## src/rtl/cww_pkg.sv

```systemverilog
package cww_pkg;

  typedef enum logic [2:0] {
    ST_IDLE,
    ST_SHIFT,
    ST_SAMPLE,
    ST_PULSE,
    ST_GAP,
    ST_CMP,
    ST_SCAN,
    ST_DONE
  } seq_state_t;

  typedef enum logic {
    FR_READ,
    FR_PROG
  } frame_kind_t;

  function automatic logic [5:0] ones_in(input logic [31:0] v);
    logic [5:0] n;
    n = '0;
    for (int i = 0; i < 32; i++) n = n + {5'd0, v[i]};
    return n;
  endfunction

endpackage

```

## src/rtl/cww_shifter.sv

```systemverilog
module cww_shifter #(
  parameter int unsigned WORD_W = 11
) (
  input  logic              clk,
  input  logic              rst_n,
  input  logic              go_i,
  input  logic [WORD_W-1:0] word_i,
  output logic              sclk_o,
  output logic              sda_o,
  output logic              fin_o,
  output logic              active_o
);
  localparam int unsigned IDX_W = $clog2(WORD_W);

  logic              act_q, act_n, ph_q, ph_n, sclk_q, sclk_n, sda_q, sda_n, fin_q, fin_n;
  logic [IDX_W-1:0]  idx_q, idx_n, idx_nx;
  logic [WORD_W-1:0] sh_q, sh_n;

  assign idx_nx = idx_q + 1'b1;

  always_comb begin
    act_n  = act_q;
    ph_n   = ph_q;
    idx_n  = idx_q;
    sh_n   = sh_q;
    sclk_n = sclk_q;
    sda_n  = sda_q;
    fin_n  = 1'b0;
    if (!act_q) begin
      if (go_i) begin
        act_n  = 1'b1;
        ph_n   = 1'b0;
        idx_n  = '0;
        sh_n   = word_i;
        sclk_n = 1'b0;
        sda_n  = word_i[0];
      end
    end else if (!ph_q) begin
      sclk_n = 1'b1;
      ph_n   = 1'b1;
    end else if (idx_q == IDX_W'(WORD_W-1)) begin
      act_n = 1'b0;
      fin_n = 1'b1;
      sda_n = 1'b1;
    end else begin
      idx_n  = idx_nx;
      ph_n   = 1'b0;
      sclk_n = 1'b0;
      sda_n  = sh_q[idx_nx];
    end
  end

  always_ff @(posedge clk or negedge rst_n) begin
    if (!rst_n) begin
      act_q  <= 1'b0;
      ph_q   <= 1'b0;
      idx_q  <= '0;
      sh_q   <= '0;
      sclk_q <= 1'b0;
      sda_q  <= 1'b0;
      fin_q  <= 1'b0;
    end else begin
      act_q  <= act_n;
      ph_q   <= ph_n;
      idx_q  <= idx_n;
      sh_q   <= sh_n;
      sclk_q <= sclk_n;
      sda_q  <= sda_n;
      fin_q  <= fin_n;
    end
  end

  assign sclk_o   = sclk_q;
  assign sda_o    = sda_q;
  assign fin_o    = fin_q;
  assign active_o = act_q;

  // a new frame is only requested while no frame is running
  assert_go_idle_R2: assert property (@(posedge clk) disable iff (!rst_n)
    go_i |-> !act_q);
  // the frame ends with both lines high
  assert_fin_high_R2: assert property (@(posedge clk) disable iff (!rst_n)
    fin_q |-> (sclk_q && sda_q && !act_q));

endmodule

```

## src/rtl/cww_timer.sv

```systemverilog
module cww_timer #(
  parameter int unsigned CNT_W = 8
) (
  input  logic             clk,
  input  logic             rst_n,
  input  logic             load_i,
  input  logic [CNT_W-1:0] len_i,
  output logic             fire_o
);
  logic [CNT_W-1:0] cnt_q, cnt_n;

  always_comb begin
    if (load_i)              cnt_n = len_i;
    else if (cnt_q != '0)    cnt_n = cnt_q - 1'b1;
    else                     cnt_n = cnt_q;
  end

  always_ff @(posedge clk or negedge rst_n) begin
    if (!rst_n) cnt_q <= '0;
    else        cnt_q <= cnt_n;
  end

  assign fire_o = (cnt_q == CNT_W'(1));

  // the timer is reloaded only once it has run out or is on its last cycle
  assert_load_quiet_R6: assert property (@(posedge clk) disable iff (!rst_n)
    load_i |-> (cnt_q <= CNT_W'(1)));

endmodule

```

## src/rtl/cap_word_writer.sv

```systemverilog
module cap_word_writer
  import cww_pkg::*;
#(
  parameter int unsigned WORD_W    = 11,
  parameter int unsigned PULSE_CYC = 500000,
  parameter int unsigned GAP_CYC   = 200
) (
  input  logic              clk,
  input  logic              rst_n,
  input  logic              start_i,
  input  logic              erase_i,
  input  logic [WORD_W-1:0] target_i,
  input  logic              sense_i,
  output logic              busy_o,
  output logic              done_o,
  output logic              pass_o,
  output logic              fail_o,
  output logic [$clog2(WORD_W+1)-1:0] diff_cnt_o,
  output logic              sclk_o,
  output logic              sda_o,
  output logic              pv_en_o
);
  localparam int unsigned IX_W   = $clog2(WORD_W+1);
  localparam int unsigned CNT_W  = $clog2(WORD_W+1);
  localparam int unsigned TM_MAX = (PULSE_CYC > GAP_CYC) ? PULSE_CYC : GAP_CYC;
  localparam int unsigned TM_W   = $clog2(TM_MAX+1);
  localparam logic [WORD_W-1:0] CHK_MASK = ~WORD_W'(1);

  function automatic logic [WORD_W-1:0] sel_word(input logic [IX_W-1:0] i);
    return ~({{(WORD_W-1){1'b0}}, 1'b1} << i);
  endfunction

  // reset: asynchronous assert, synchronous release
  logic [1:0] rs_q;
  logic       rst_sn;
  always_ff @(posedge clk or negedge rst_n) begin
    if (!rst_n) rs_q <= 2'b00;
    else        rs_q <= {rs_q[0], 1'b1};
  end
  assign rst_sn = rs_q[1];

  seq_state_t        st_q, st_n;
  frame_kind_t       kind_q, kind_n;
  logic [IX_W-1:0]   idx_q, idx_n;
  logic [WORD_W-1:0] tgt_q, tgt_n, rd_q, rd_n, dif_q, dif_n, dv_w, fword;
  logic [CNT_W-1:0]  cnt_q, cnt_n;
  logic ers_q, ers_n, ver_q, ver_n, pv_q, pv_n;
  logic done_q, done_n, pass_q, pass_n, fail_q, fail_n;
  logic go, fin, sh_act, tload, tfire;
  logic [TM_W-1:0] tlen;

  cww_shifter #(.WORD_W(WORD_W)) u_shift (
    .clk(clk), .rst_n(rst_sn), .go_i(go), .word_i(fword),
    .sclk_o(sclk_o), .sda_o(sda_o), .fin_o(fin), .active_o(sh_act)
  );

  cww_timer #(.CNT_W(TM_W)) u_timer (
    .clk(clk), .rst_n(rst_sn), .load_i(tload), .len_i(tlen), .fire_o(tfire)
  );

  assign dv_w = (rd_q ^ ~tgt_q) & CHK_MASK;

  always_comb begin
    st_n = st_q;  kind_n = kind_q;  idx_n = idx_q;  tgt_n = tgt_q;
    rd_n = rd_q;  dif_n = dif_q;    cnt_n = cnt_q;  ers_n = ers_q;
    ver_n = ver_q; pv_n = pv_q;     done_n = done_q;
    pass_n = pass_q; fail_n = fail_q;
    go = 1'b0;  fword = '1;  tload = 1'b0;  tlen = TM_W'(PULSE_CYC);
    case (st_q)
      ST_IDLE, ST_DONE: begin
        if (start_i) begin
          tgt_n = target_i;  done_n = 1'b0;  pass_n = 1'b0;  fail_n = 1'b0;
          cnt_n = '0;  ver_n = 1'b0;  idx_n = '0;  go = 1'b1;  st_n = ST_SHIFT;
          if (erase_i) begin
            kind_n = FR_PROG;  ers_n = 1'b1;  fword = '1;
          end else begin
            kind_n = FR_READ;  ers_n = 1'b0;  fword = sel_word('0);
          end
        end
      end
      ST_SHIFT: begin
        if (fin) begin
          if (kind_q == FR_READ) st_n = ST_SAMPLE;
          else begin
            st_n = ST_PULSE;  pv_n = 1'b1;  tload = 1'b1;
          end
        end
      end
      ST_SAMPLE: begin
        rd_n[idx_q] = sense_i;
        if (idx_q == IX_W'(WORD_W-1)) begin
          if (ver_q) begin
            pass_n = (((rd_n ^ ~tgt_q) & CHK_MASK) == '0);
            fail_n = !pass_n;
            done_n = 1'b1;
            st_n   = ST_DONE;
          end else st_n = ST_CMP;
        end else begin
          idx_n = idx_q + 1'b1;  go = 1'b1;  fword = sel_word(idx_n);  st_n = ST_SHIFT;
        end
      end
      ST_PULSE: begin
        if (tfire) begin
          pv_n = 1'b0;  tload = 1'b1;  tlen = TM_W'(GAP_CYC);  st_n = ST_GAP;
        end
      end
      ST_GAP: begin
        if (tfire) begin
          if (ers_q) begin
            ers_n = 1'b0;  kind_n = FR_READ;  idx_n = '0;
            go = 1'b1;  fword = sel_word('0);  st_n = ST_SHIFT;
          end else begin
            idx_n = idx_q + 1'b1;  st_n = ST_SCAN;
          end
        end
      end
      ST_CMP: begin
        dif_n = dv_w;
        cnt_n = CNT_W'(ones_in(32'(dv_w)));
        idx_n = IX_W'(1);
        st_n  = ST_SCAN;
      end
      ST_SCAN: begin
        if (idx_q == IX_W'(WORD_W)) begin
          ver_n = 1'b1;  kind_n = FR_READ;  idx_n = '0;
          go = 1'b1;  fword = sel_word('0);  st_n = ST_SHIFT;
        end else if (dif_q[idx_q]) begin
          kind_n = FR_PROG;  go = 1'b1;  fword = sel_word(idx_q);  st_n = ST_SHIFT;
        end else begin
          idx_n = idx_q + 1'b1;
        end
      end
      default: st_n = ST_IDLE;
    endcase
  end

  always_ff @(posedge clk or negedge rst_sn) begin
    if (!rst_sn) begin
      st_q <= ST_IDLE;  kind_q <= FR_READ;  idx_q <= '0;  tgt_q <= '0;
      rd_q <= '0;  dif_q <= '0;  cnt_q <= '0;  ers_q <= 1'b0;  ver_q <= 1'b0;
      pv_q <= 1'b0;  done_q <= 1'b0;  pass_q <= 1'b0;  fail_q <= 1'b0;
    end else begin
      st_q <= st_n;  kind_q <= kind_n;  idx_q <= idx_n;  tgt_q <= tgt_n;
      rd_q <= rd_n;  dif_q <= dif_n;  cnt_q <= cnt_n;  ers_q <= ers_n;  ver_q <= ver_n;
      pv_q <= pv_n;  done_q <= done_n;  pass_q <= pass_n;  fail_q <= fail_n;
    end
  end

  assign busy_o     = (st_q != ST_IDLE) && (st_q != ST_DONE);
  assign done_o     = done_q;
  assign pass_o     = pass_q;
  assign fail_o     = fail_q;
  assign diff_cnt_o = cnt_q;
  assign pv_en_o    = pv_q;

  // strobe length checker counter
  logic [TM_W-1:0] pw_q;
  always_ff @(posedge clk or negedge rst_sn) begin
    if (!rst_sn)   pw_q <= '0;
    else if (pv_q) pw_q <= pw_q + 1'b1;
    else           pw_q <= '0;
  end

  // serial lines idle high and still while the strobe is on
  assert_pv_still_R6: assert property (@(posedge clk) disable iff (!rst_sn)
    pv_en_o |-> (sclk_o && sda_o && $stable(sclk_o) && !sh_act));
  // strobe lasts exactly PULSE_CYC cycles
  assert_pulse_len_R6: assert property (@(posedge clk) disable iff (!rst_sn)
    $fell(pv_en_o) |-> (pw_q == TM_W'(PULSE_CYC)));
  // verdict flags are exclusive and one is set at completion
  assert_verdict_R8: assert property (@(posedge clk) disable iff (!rst_sn)
    done_o |-> (pass_o ^ fail_o));
  // never busy and done together
  assert_busy_done_R10: assert property (@(posedge clk) disable iff (!rst_sn)
    !(busy_o && done_o));
  // the captured target does not move while busy
  assert_hold_target_R9: assert property (@(posedge clk) disable iff (!rst_sn)
    busy_o |=> $stable(tgt_q));
  // the count never includes the check bit
  assert_cnt_range_R4: assert property (@(posedge clk) disable iff (!rst_sn)
    diff_cnt_o <= CNT_W'(WORD_W-1));

endmodule

```

## config.mk

```make
export PLATFORM = sky130hd
export DESIGN_NAME = cap_word_writer
export DESIGN_NICKNAME = d
export VERILOG_FILES = /design/src/rtl/cww_pkg.sv /design/src/rtl/cww_shifter.sv /design/src/rtl/cww_timer.sv /design/src/rtl/cap_word_writer.sv
export SDC_FILE = /design/constraint.sdc
export NUM_CORES = 1
export LEC_CHECK = 0
export ABC_AREA = 1
export BUFFER_PORTS_ARGS = -buffer_cell sky130_fd_sc_hd__buf_2
export CAP_MARGIN = 25
export CELL_PAD_IN_SITES_DETAIL_PLACEMENT = 1
export CELL_PAD_IN_SITES_GLOBAL_PLACEMENT = 2
export CORE_ASPECT_RATIO = 1.4
export CORE_MARGIN = 4
export CORE_UTILIZATION = 32
export DETAILED_ROUTE_END_ITERATION = 8
export PLACE_DENSITY = 0.79
export SLEW_MARGIN = 30
export SYNTH_ARGS = -nofsm -noshare
export SYNTH_HDL_FRONTEND = slang
export SYNTH_HIERARCHICAL = 1
export SYNTH_SLANG_ARGS = --single-unit
export TNS_END_PERCENT = 30
```

## constraint.sdc

```tcl
create_clock -name clk -period 3 [get_ports clk]
set_clock_uncertainty 0.05 [all_clocks]
set_input_delay 0.15 -clock clk [delete_from_list [all_inputs] [get_ports clk]]
set_output_delay 0.15 -clock clk [all_outputs]
set_load 0.05 [all_outputs]
```

Word level (Yosys, flattened, before mapping)
Index checks and enable logic that the tools add are counted.

storage, ports and cells
  output and inout bits = 11
  logic and storage cells = 196
  input bits = 16
  flip-flop bits (word level) = 91

operators by class
  muxes and demuxes = 94
  eq/ne operators = 27
  order comparisons = 3
  bitwise logic cells = 6
  add/sub/neg operators = 12
  shift-type cells = 2
  reductions and logical operators = 30

operators by type and width
  kind                     count
  $mux W19                 4
  $mux W1                  51
  $pmux W11 S4             1
  $mux W4                  10
  $mux W11                 3
  $not A11 Y11             3
  $add A4 B1 Y4            6
  $mux W3                  8
  $ne A2 B2 Y1 const B     11
  $shl A1 B4 Y11 const A   2
  $xor A11 B11 Y11         2
  $pmux W3 S7              1
  $pmux W4 S5              1
  $eq A19 B1 Y1 const B    1
  $reduce_bool A19 Y1      1
  $sub A19 B1 Y19 const B  1
  $reduce_and A5 Y1        3
  $pmux W1 S2              7
  $reduce_bool A2 Y1       7
  $eq A3 B3 Y1 const B     4
  $eq A4 B4 Y1 const B     3
  $ne A3 B3 Y1 const B     4
  $bwmux W11               1
  $logic_not A11 Y1        1
  other kinds (25)         38

Logic depth before layout (Yosys ltp)
Gate-level depths: netlist (run 1).

  depth after elaboration = 12
  mapped depth = 14
  mapped depth without buffers = 14

By module
The synthesis (run 1) kept the hierarchy.

modules (own cells, without submodules)
  module           area each (um^2)  sequential area each (um^2)  cells an instance  times used
  cap_word_writer  3623.5            1251.2                       487                1
  cww_timer        1325.0            475.5                        188                1
  cww_shifter      1014.7            500.5                        125                1

Worst setup path before layout (run 1)
No wires, ideal clock.

  path type = reg2reg
  start = register rd_q[1]
  end = register cnt_q[2] (netlist: diff_cnt_o[2])
  path buffers = 0
  slack = -0.230 ns
  setup time = 0.095 ns
  stages on the path, launching flop included = 14
  arrival = 3.084 ns
  clock period less this slack = 3.230 ns
  data required time = 2.855 ns
  cells stage by stage = dfrtp_1 > xor2_1 > fa_1 > inv_1 > fa_1 > inv_1 > fa_1 > inv_1 > ha_1 > inv_1 > fa_1 > nand2_1 > inv_1 > o31ai_1

on the way
  cells in the longest elaborated chain, start to end = 11

ends and longest elaborated chain
  element                     line                    RTL
  from (decl)                 cap_word_writer.sv:45   logic [WORD_W-1:0] tgt_q, tgt_n, rd_q, rd_n, dif_q, dif_n, dv_w, fword;
  from (signal assigned)      cap_word_writer.sv:144  rd_q <= rd_n; dif_q <= dif_n; cnt_q <= cnt_n; ers_q <= ers_n; ver_q <= ver_n;
  $xor A11 B11 Y11            cap_word_writer.sv:61   assign dv_w = (rd_q ^ ~tgt_q) & CHK_MASK;
  $add A1 B1 Y2               cww_pkg.sv:22           for (int i = 0; i < 32; i++) n = n + {5'd0, v[i]};
  $add A2 B1 Y3               cww_pkg.sv:22
  $add A3 B1 Y4               cww_pkg.sv:22
  $add A4 B1 Y4 (6 in a row)  cww_pkg.sv:22
  $pmux W4 S2                 cap_word_writer.sv:69   case (st_q)
  to (signal assigned)        cap_word_writer.sv:144
  to (decl)                   cap_word_writer.sv:46   logic [CNT_W-1:0] cnt_q, cnt_n;

No other way between the ends.
A chain may end at the register's enable or synchronous reset.

Final worst setup path (run 1)
  start = register rd_q[8]
  end = register cnt_q[2] (netlist: diff_cnt_o[2])

on the way
  cells in the longest elaborated chain, start to end = 5

ends and longest elaborated chain
  element                     line
  $xor A11 B11 Y11            cap_word_writer.sv:61
  via dv_w[8]                 cap_word_writer.sv:45
  $add A4 B1 Y4 (3 in a row)  cww_pkg.sv:22
  $pmux W4 S2                 cap_word_writer.sv:69

The timed path passes the listed nets, and every way through them passes these cells.

==> results of run 1 <==
[critical path, cell delays in order (launching register included)]
cell and delay (ns):
dfrtp_1 0.40, xnor2_2 0.23, fa_1 0.50, fa_1 0.56, inv_1 0.05, fa_2 0.39
inv_1 0.07, ha_2 0.19, inv_2 0.04, fa_2 0.33, nand2_1 0.07, inv_1 0.04
o31ai_2 0.18
[cells by family after synthesis]
family / after synthesis
AOI/OAI and AO/OA: 90
xor gates and xnor gates: 17
adders and majority gates: 21
buffers and inverters: 113
DFF: 89
other: 2
and+or+nand+nor: 468
[state kept, by name, indices dropped and copies added, names as in the netlist, 2 cells and up]
signal and flops:
idx_q 4, rd_q 10, u_shift/sh_q 11, tgt_q 10
dif_q 10, st_q 3, rs_q 2, diff_cnt_o 4
u_timer/cnt_q 19, u_shift/idx_q 4
[final timing paths]
| check | to | depth (start not counted) | startpoint |
|---|---|---|---|
| max | diff_cnt_o[2]$_DFFE_PN0P_ | 12 | rd_q[8]$_DFFE_PN0P_ |
| min | rs_q[0]$_DFF_PN0_ | 2 | rst_n |
| max reg2reg | diff_cnt_o[2]$_DFFE_PN0P_ | 12 | rd_q[8]$_DFFE_PN0P_ |
| min reg2reg | fail_o$_DFFE_PN0P_ | 0 | rs_q[1]$_DFF_PN0_ |
| max in group asynchronous | dif_q[3]$_DFFE_PN0P_ | 1 | rs_q[1]$_DFF_PN0_ |
| min in group clk | ers_q$_DFFE_PN0P_ | 5 | erase_i |
[power breakdown]
| part | internal [mW] | switching (mW) |
|---|---|---|
| sequential | 1.68 | 0.459 |
| clock | 0.586 | 0.510 |
| combinational | 1.65 | 2.60 |
[through the flow]
stage,utilization (%),hold slack [ns]
after global routing,38.2,0.0666
after floorplan,-,-0.196
after detailed placement,36.0,-0.108
after global placement,36.0,-0.114
after CTS,38.2,0.0383
final,38.2,0.0564
[Yosys cell counts (5+ instances only)]
master | instances | area (um2)
a21oi_1 | 6 | 30.0
buf_6 | 5 | 56.3
clkbuf_1 | 5 | 18.8
dfrtp_1 | 89 | 2230
fa_1 | 6 | 120
ha_1 | 15 | 188
inv_1 | 81 | 304
inv_2 | 11 | 41.3
nand2_1 | 262 | 983
nand2_2 | 11 | 68.8
nand2_4 | 6 | 67.6
nand3_1 | 72 | 360
nand3_2 | 5 | 50.1
nand3b_1 | 8 | 60.1
nand4_1 | 16 | 100
nor2_1 | 48 | 180
nor2_2 | 10 | 62.6
nor2_4 | 10 | 113
nor3_1 | 8 | 40.0
o21ai_0 | 36 | 180
o21ai_1 | 25 | 125
o21ai_2 | 7 | 61.3
xnor2_1 | 8 | 70.1
xor2_1 | 9 | 78.8
[area by class of cell]
type	count	area share (%)
Sequential cell	89	32.2
Tap cell	240	4.33
Multi-Input combinational cell	606	47.8
Timing Repair Buffer	62	6.39
Clock inverter	6	0.632
Inverter	95	5.22
Clock buffer	10	3.45
[routing by layer]
metal	routed length [um]	part of all wire [%]	track usage, %	vias to the layer above
met5	0	0	0	-
met1	7240	42	21.6	2602
met2	8890	52	31.6	63
met4	547	3.2	7.18	0
li1	-	-	-	2688
met3	479	2.8	2.87	27
[what timing repair did]
item,CTS,global route
hold buffers,11,0
pin swaps,2,1
hold endpoints to repair,12,0
setup endpoints to repair,2,3
gates resized for setup,2,1
==> flow_summary.ini, run 1 <==
[power_and_ir_drop]
p_per_area_nw_per_um2 = 1080
p_leak_nw = 3.39
power.total_mw = 7.48
ir_drop_uv = 564

[min_path]
hp-class = in -> async

[synthesis]
synth_ff_type = dfrtp_1
synth_cell_types = 45
ys_seq_area_share_pct = 37.3
synth_top_family_by_area = simple AND/OR/NAND/NOR gates
synth_edf_count = 0
synth_area_um2 = 5960
synthSimpleGateAreaFrac_pct = 37.8
synth_xor_area_share_pct = 2.50
ys_seq_elements = 89
synth_area_per_cell_um2 = 7.45
syn_inst = 800
yosysWarnings = 6
synth-compound-area-share_pct = 8.94
muxShareOfSynthArea_pct = 0
synth_fa_ha_area_share_pct = 5.16
async_flop_share_pct = 100

[die]
rows = 58
core_area_um2 = 18100
die_w_um = 123
fp.dieArea_um2 = 20900
die_height_um = 170
start_util_pct = 32.9
ioPinCount = 27

[global_route]
grt_pass1_wl_mm = 29.4
grt_usage_pct = 18.0
grt_pass1_vias = 5814
grt_max_degree = 50
grt_overflow = 0
antenna_found_initial = 0

[routing]
post_drt_wl_per_cell_um = 15.5
antenna_left = 0
drc = 0
drt_iter0_drc = 232
vias = 5380
dr.pass1.iters = 4
drt-total-wl_mm = 17.2
viasPerCell = 4.86

[place]
dp_cells = 1081
io_buffers = 25
place_area_um2 = 6530
place_ws_ns = -0.268
dpl.hpwl_mm = 13.4
gp_congestion = 0.840

[run]
cap_violations = 0

[finish]
fin_nets = 900
drive_above_1_share_pct = 17.4
num_antenna_cells = 0
multiInputGateArea_um2 = 3310
fin_cells = 1108
area_delta_synth_final_pct = 16.3
fin_area_um2 = 6930
mostFrequentLayoutCell = nand2_1
fillerInstances = 2292
final_cell_mix = nand2_1, dfrtp_1, inv_1
register_area_um2 = 2230

[clock_tree]
root_buffer = clkbuf_16
clockBufferDepth = 2
postCtsSetupBuffers = 0
cts_tree = done
cts_sinks = 89
htree_levels = 3
clk_latency_ns = 0.35
clkTransAtPathRegs_ns = 0.07
numCtsBuffers = 9

[worst_setup_path]
worstSetupEndpointType = register
required_ns = 3.20
startpoint_type = register
rrSetupSlack_ns = -0.19
arrival_ns = 3.39
cp_max_fo = 2
path_class = reg -> reg

[timing]
worst_pin_slew_ns = 0.575
finalSetupTns_ns = -0.378
fin_crit_ns = 3.19
slew_headroom_pct = 61.6
rsz0062_at_grt = yes
slew_violations = 0
fin_ws_ns = -0.190
hold_viol_final = 0
finalCritPeriodShare_pct = 106
fmax_mhz = 314
setup_viol = 2

[outcome]
status = finished, violations left
violations = negative setup slack
Power figures use the tool's default switching activity.
==> run 2, diff against run 1 <==
--- a/config.mk
+++ b/config.mk
@@ -7,3 +7,2 @@
 export LEC_CHECK = 0
-export ABC_AREA = 1
 export BUFFER_PORTS_ARGS = -buffer_cell sky130_fd_sc_hd__buf_2
@@ -16,3 +15,3 @@
 export DETAILED_ROUTE_END_ITERATION = 8
-export PLACE_DENSITY = 0.79
+export PLACE_DENSITY = 0.73
 export SLEW_MARGIN = 30
==> constraint.sdc (replaced) <==
create_clock -name clk -period 3 [get_ports clk]
set_clock_uncertainty 0.05 [all_clocks]
set_input_delay 0.6 -clock clk [delete_from_list [all_inputs] [get_ports clk]]
set_output_delay 0.6 -clock clk [all_outputs]
set_load 0.05 [all_outputs]
==> flow_summary.ini, run 2 <==
[finish]
fin_cells = 844
num_antenna_cells = 0
multiInputGateArea_um2 = 3160
largestRegisters = u_timer/cnt_q x19, u_shift/sh_q x11
mostFrequentLayoutCell = dfrtp_1
fillerInstances = 1921
final_cell_mix = dfrtp_1, nand2_1, buf_4
drive_above_1_share_pct = 25.6
regMostFlops = u_timer/cnt_q
largest_register_ffs = 19
final_core_util_pct = 39.2
register_area_um2 = 2230
fin_nets = 673
fin_area_um2 = 6580
area_delta_synth_final_pct = 19.3

[worst_setup_path]
worstReg2RegEnd = diff_cnt_o[1]$_DFFE_PN0P_
required_ns = 3.15
cp_max_fo = 2
reg2reg_from = tgt_q[4]$_DFFE_PN0P_
rrSetupSlack_ns = -0.24
worstSetupEndpointType = register
arrival_ns = 3.40
startpoint_type = register
reg2regPathDepth = 11
path_class = reg -> reg

[timing]
setup_viol = 3
fin_ws_ns = -0.242
finalCritPeriodShare_pct = 108
rsz0062_at_grt = yes
slew_violations = 0
hold_viol_final = 0
finalSetupTns_ns = -0.479
fin_crit_ns = 3.24
slew_headroom_pct = 50.8
fmax_mhz = 308
worst_pin_slew_ns = 0.737

[global_route]
use_met3_pct = 1.94
top_usage_layer = met2
grt_overflow = 0
grtUsageMet1_pct = 17.2
grt_usage_pct = 16.4
grt_pass1_vias = 5000
grt_pass1_wl_mm = 25.3
grt_max_degree = 36
antenna_found_initial = 0
use_met2_pct = 32.2

[synthesis]
synth_cell_types = 69
synth_area_um2 = 5520
synth_edf_count = 0
synth_top_area_share_pct = 40.4
yosys-top-cells-area = dfrtp_1, mux2_2, nand2_1, xnor2_1, mux2i_1
syn_inst = 564
synth_area_per_cell_um2 = 9.78
synth_largest_area_cell = dfrtp_1
ys_seq_elements = 89
async_flop_share_pct = 100
yosysWarnings = 6
synth.most_common_cell = dfrtp_1
ys_top_cells_by_count = dfrtp_1, nand2_1, o21ai_0
ys_seq_area_share_pct = 40.4
synth_ff_type = dfrtp_1

[outcome]
violations = negative setup slack
status = finished, violations left

[place]
dp_cells = 825
dpl.hpwl_mm = 11.6
place_area_um2 = 6210
io_buffers = 25
gp_congestion = 0.797

[power_and_ir_drop]
ir_drop_uv = 197
p_sw_share_pct = 25.2
combinationalPowerShare_pct = 10.5
p_per_area_nw_per_um2 = 423
seqPwrFrac_pct = 49.0
p_int_mw = 2.08
p_leak_nw = 2.92
switching_power_uw = 704
pwr-share-clk_pct = 40.5

[die]
die_w_um = 119
rows = 56
ioPinCount = 27
start_util_pct = 32.8
core_area_um2 = 16800
fp.dieArea_um2 = 19400
die_height_um = 163

[routing]
viasPerCell = 5.18
dr.pass1.iters = 6
post_drt_wl_per_cell_um = 17.8
antenna_left = 0
drt-total-wl_mm = 15.0
drc = 0
vias = 4374
drt_iter0_drc = 164

[clock_tree]
cts_tree = done
root_buffer = clkbuf_16
clockBufferDepth = 2
clkTransAtPathRegs_ns = 0.07
htree_levels = 3
numCtsBuffers = 9
cts_sinks = 89
clk_latency_ns = 0.35

[run]
cap_violations = 0

[min_path]
hp-class = reg -> async
-- run 2: metal layers --
metal	vias to the layer above	part of all wire [%]
met4	0	2.5
met5	-	0
met1	2200	39
li1	2112	-
met2	41	57
met3	21	1.5
-- run 2: layout make-up --
cell class | count | area share [%]
multi-input cells | 428 | 48.0
flip-flops and latches | 89 | 33.9
repair buffers | 81 | 8.32
well taps | 203 | 3.86
clock buffers | 13 | 3.80
inverters | 27 | 1.54
clock inverters | 3 | 0.608
-- run 2: power groups by stage --
| stage | Combinational (mW) | Sequential (mW) | Clock, mW |
|---|---|---|---|
| CTS | 0.296 | 1.37 | 1.16 |
| global placement | 0.281 | 1.38 | 0 |
| finish | 0.293 | 1.37 | 1.13 |
| global route | 0.331 | 1.38 | 1.22 |
| detailed placement | 0.292 | 1.39 | 0 |
| floorplan | 0.181 | 1.38 | 0 |
-- run 2: worst max-delay path: stages (launching register included) --
cell and delay [ns]:
dfrtp_1 0.41, xor2_2 0.21, fa_1 0.52, inv_2 0.04
fa_1 0.53, inv_1 0.05, fa_1 0.42, inv_1 0.07
ha_2 0.19, inv_2 0.05, fa_2 0.51, o21ai_1 0.05
-- run 2: stage by stage --
stage | total power [mW] | setup slack (ns) | hold slack (ns)
detailed placement | 1.68 | -0.345 | 0.290
floorplan | 1.56 | -0.0698 | 0.254
CTS | 2.83 | -0.250 | 0.297
global route | 2.93 | -0.372 | 0.316
finish | 2.79 | -0.242 | 0.264
global placement | 1.66 | -0.296 | 0.288
-- run 2: cells by family (layout without fill, tap and decap cells) --
family                     count (synthesis)  count (layout)  share of synthesized area, %
adders and majority gates                 21              21                          5.58
xor gates and xnor gates                  40              40                          6.35
buffers and inverters                     55             124                          4.19
muxes                                     60              60                          12.3
AOI/OAI and AO/OA                        109             109                          12.6
other                                      2              10                         0.136
and+or+nand+nor                          188             188                          18.5
DFF                                       89              89                          40.4
-- run 2: worst max path at each step --
| stage | end | slack [ns] | depth (start not counted) | start |
|---|---|---|---|---|
| floorplan | diff_cnt_o[1]$_DFFE_PN0P_ | -0.07 | 11 | tgt_q[2]$_DFFE_PN0P_ |
| global placement | diff_cnt_o[1]$_DFFE_PN0P_ | -0.30 | 10 | rd_q[6]$_DFFE_PN0P_ |
| detailed placement | diff_cnt_o[1]$_DFFE_PN0P_ | -0.34 | 10 | rd_q[6]$_DFFE_PN0P_ |
| CTS | diff_cnt_o[1]$_DFFE_PN0P_ | -0.25 | 11 | tgt_q[4]$_DFFE_PN0P_ |
| global route | diff_cnt_o[2]$_DFFE_PN0P_ | -0.37 | 12 | tgt_q[4]$_DFFE_PN0P_ |
| finish | diff_cnt_o[1]$_DFFE_PN0P_ | -0.24 | 11 | tgt_q[4]$_DFFE_PN0P_ |
-- run 2: timing repair --
| action | in CTS | in global routing |
|---|---|---|
| hold endpoints to repair | 2 | 0 |
| gates resized for setup | 3 | 8 |
| buffers inserted | 3 | 0 |
| pin swaps | 5 | 0 |
| endpoints found under the setup margin | 15 | 6 |
| hold buffers | 1 | 0 |
| gates cloned | 0 | 0 |
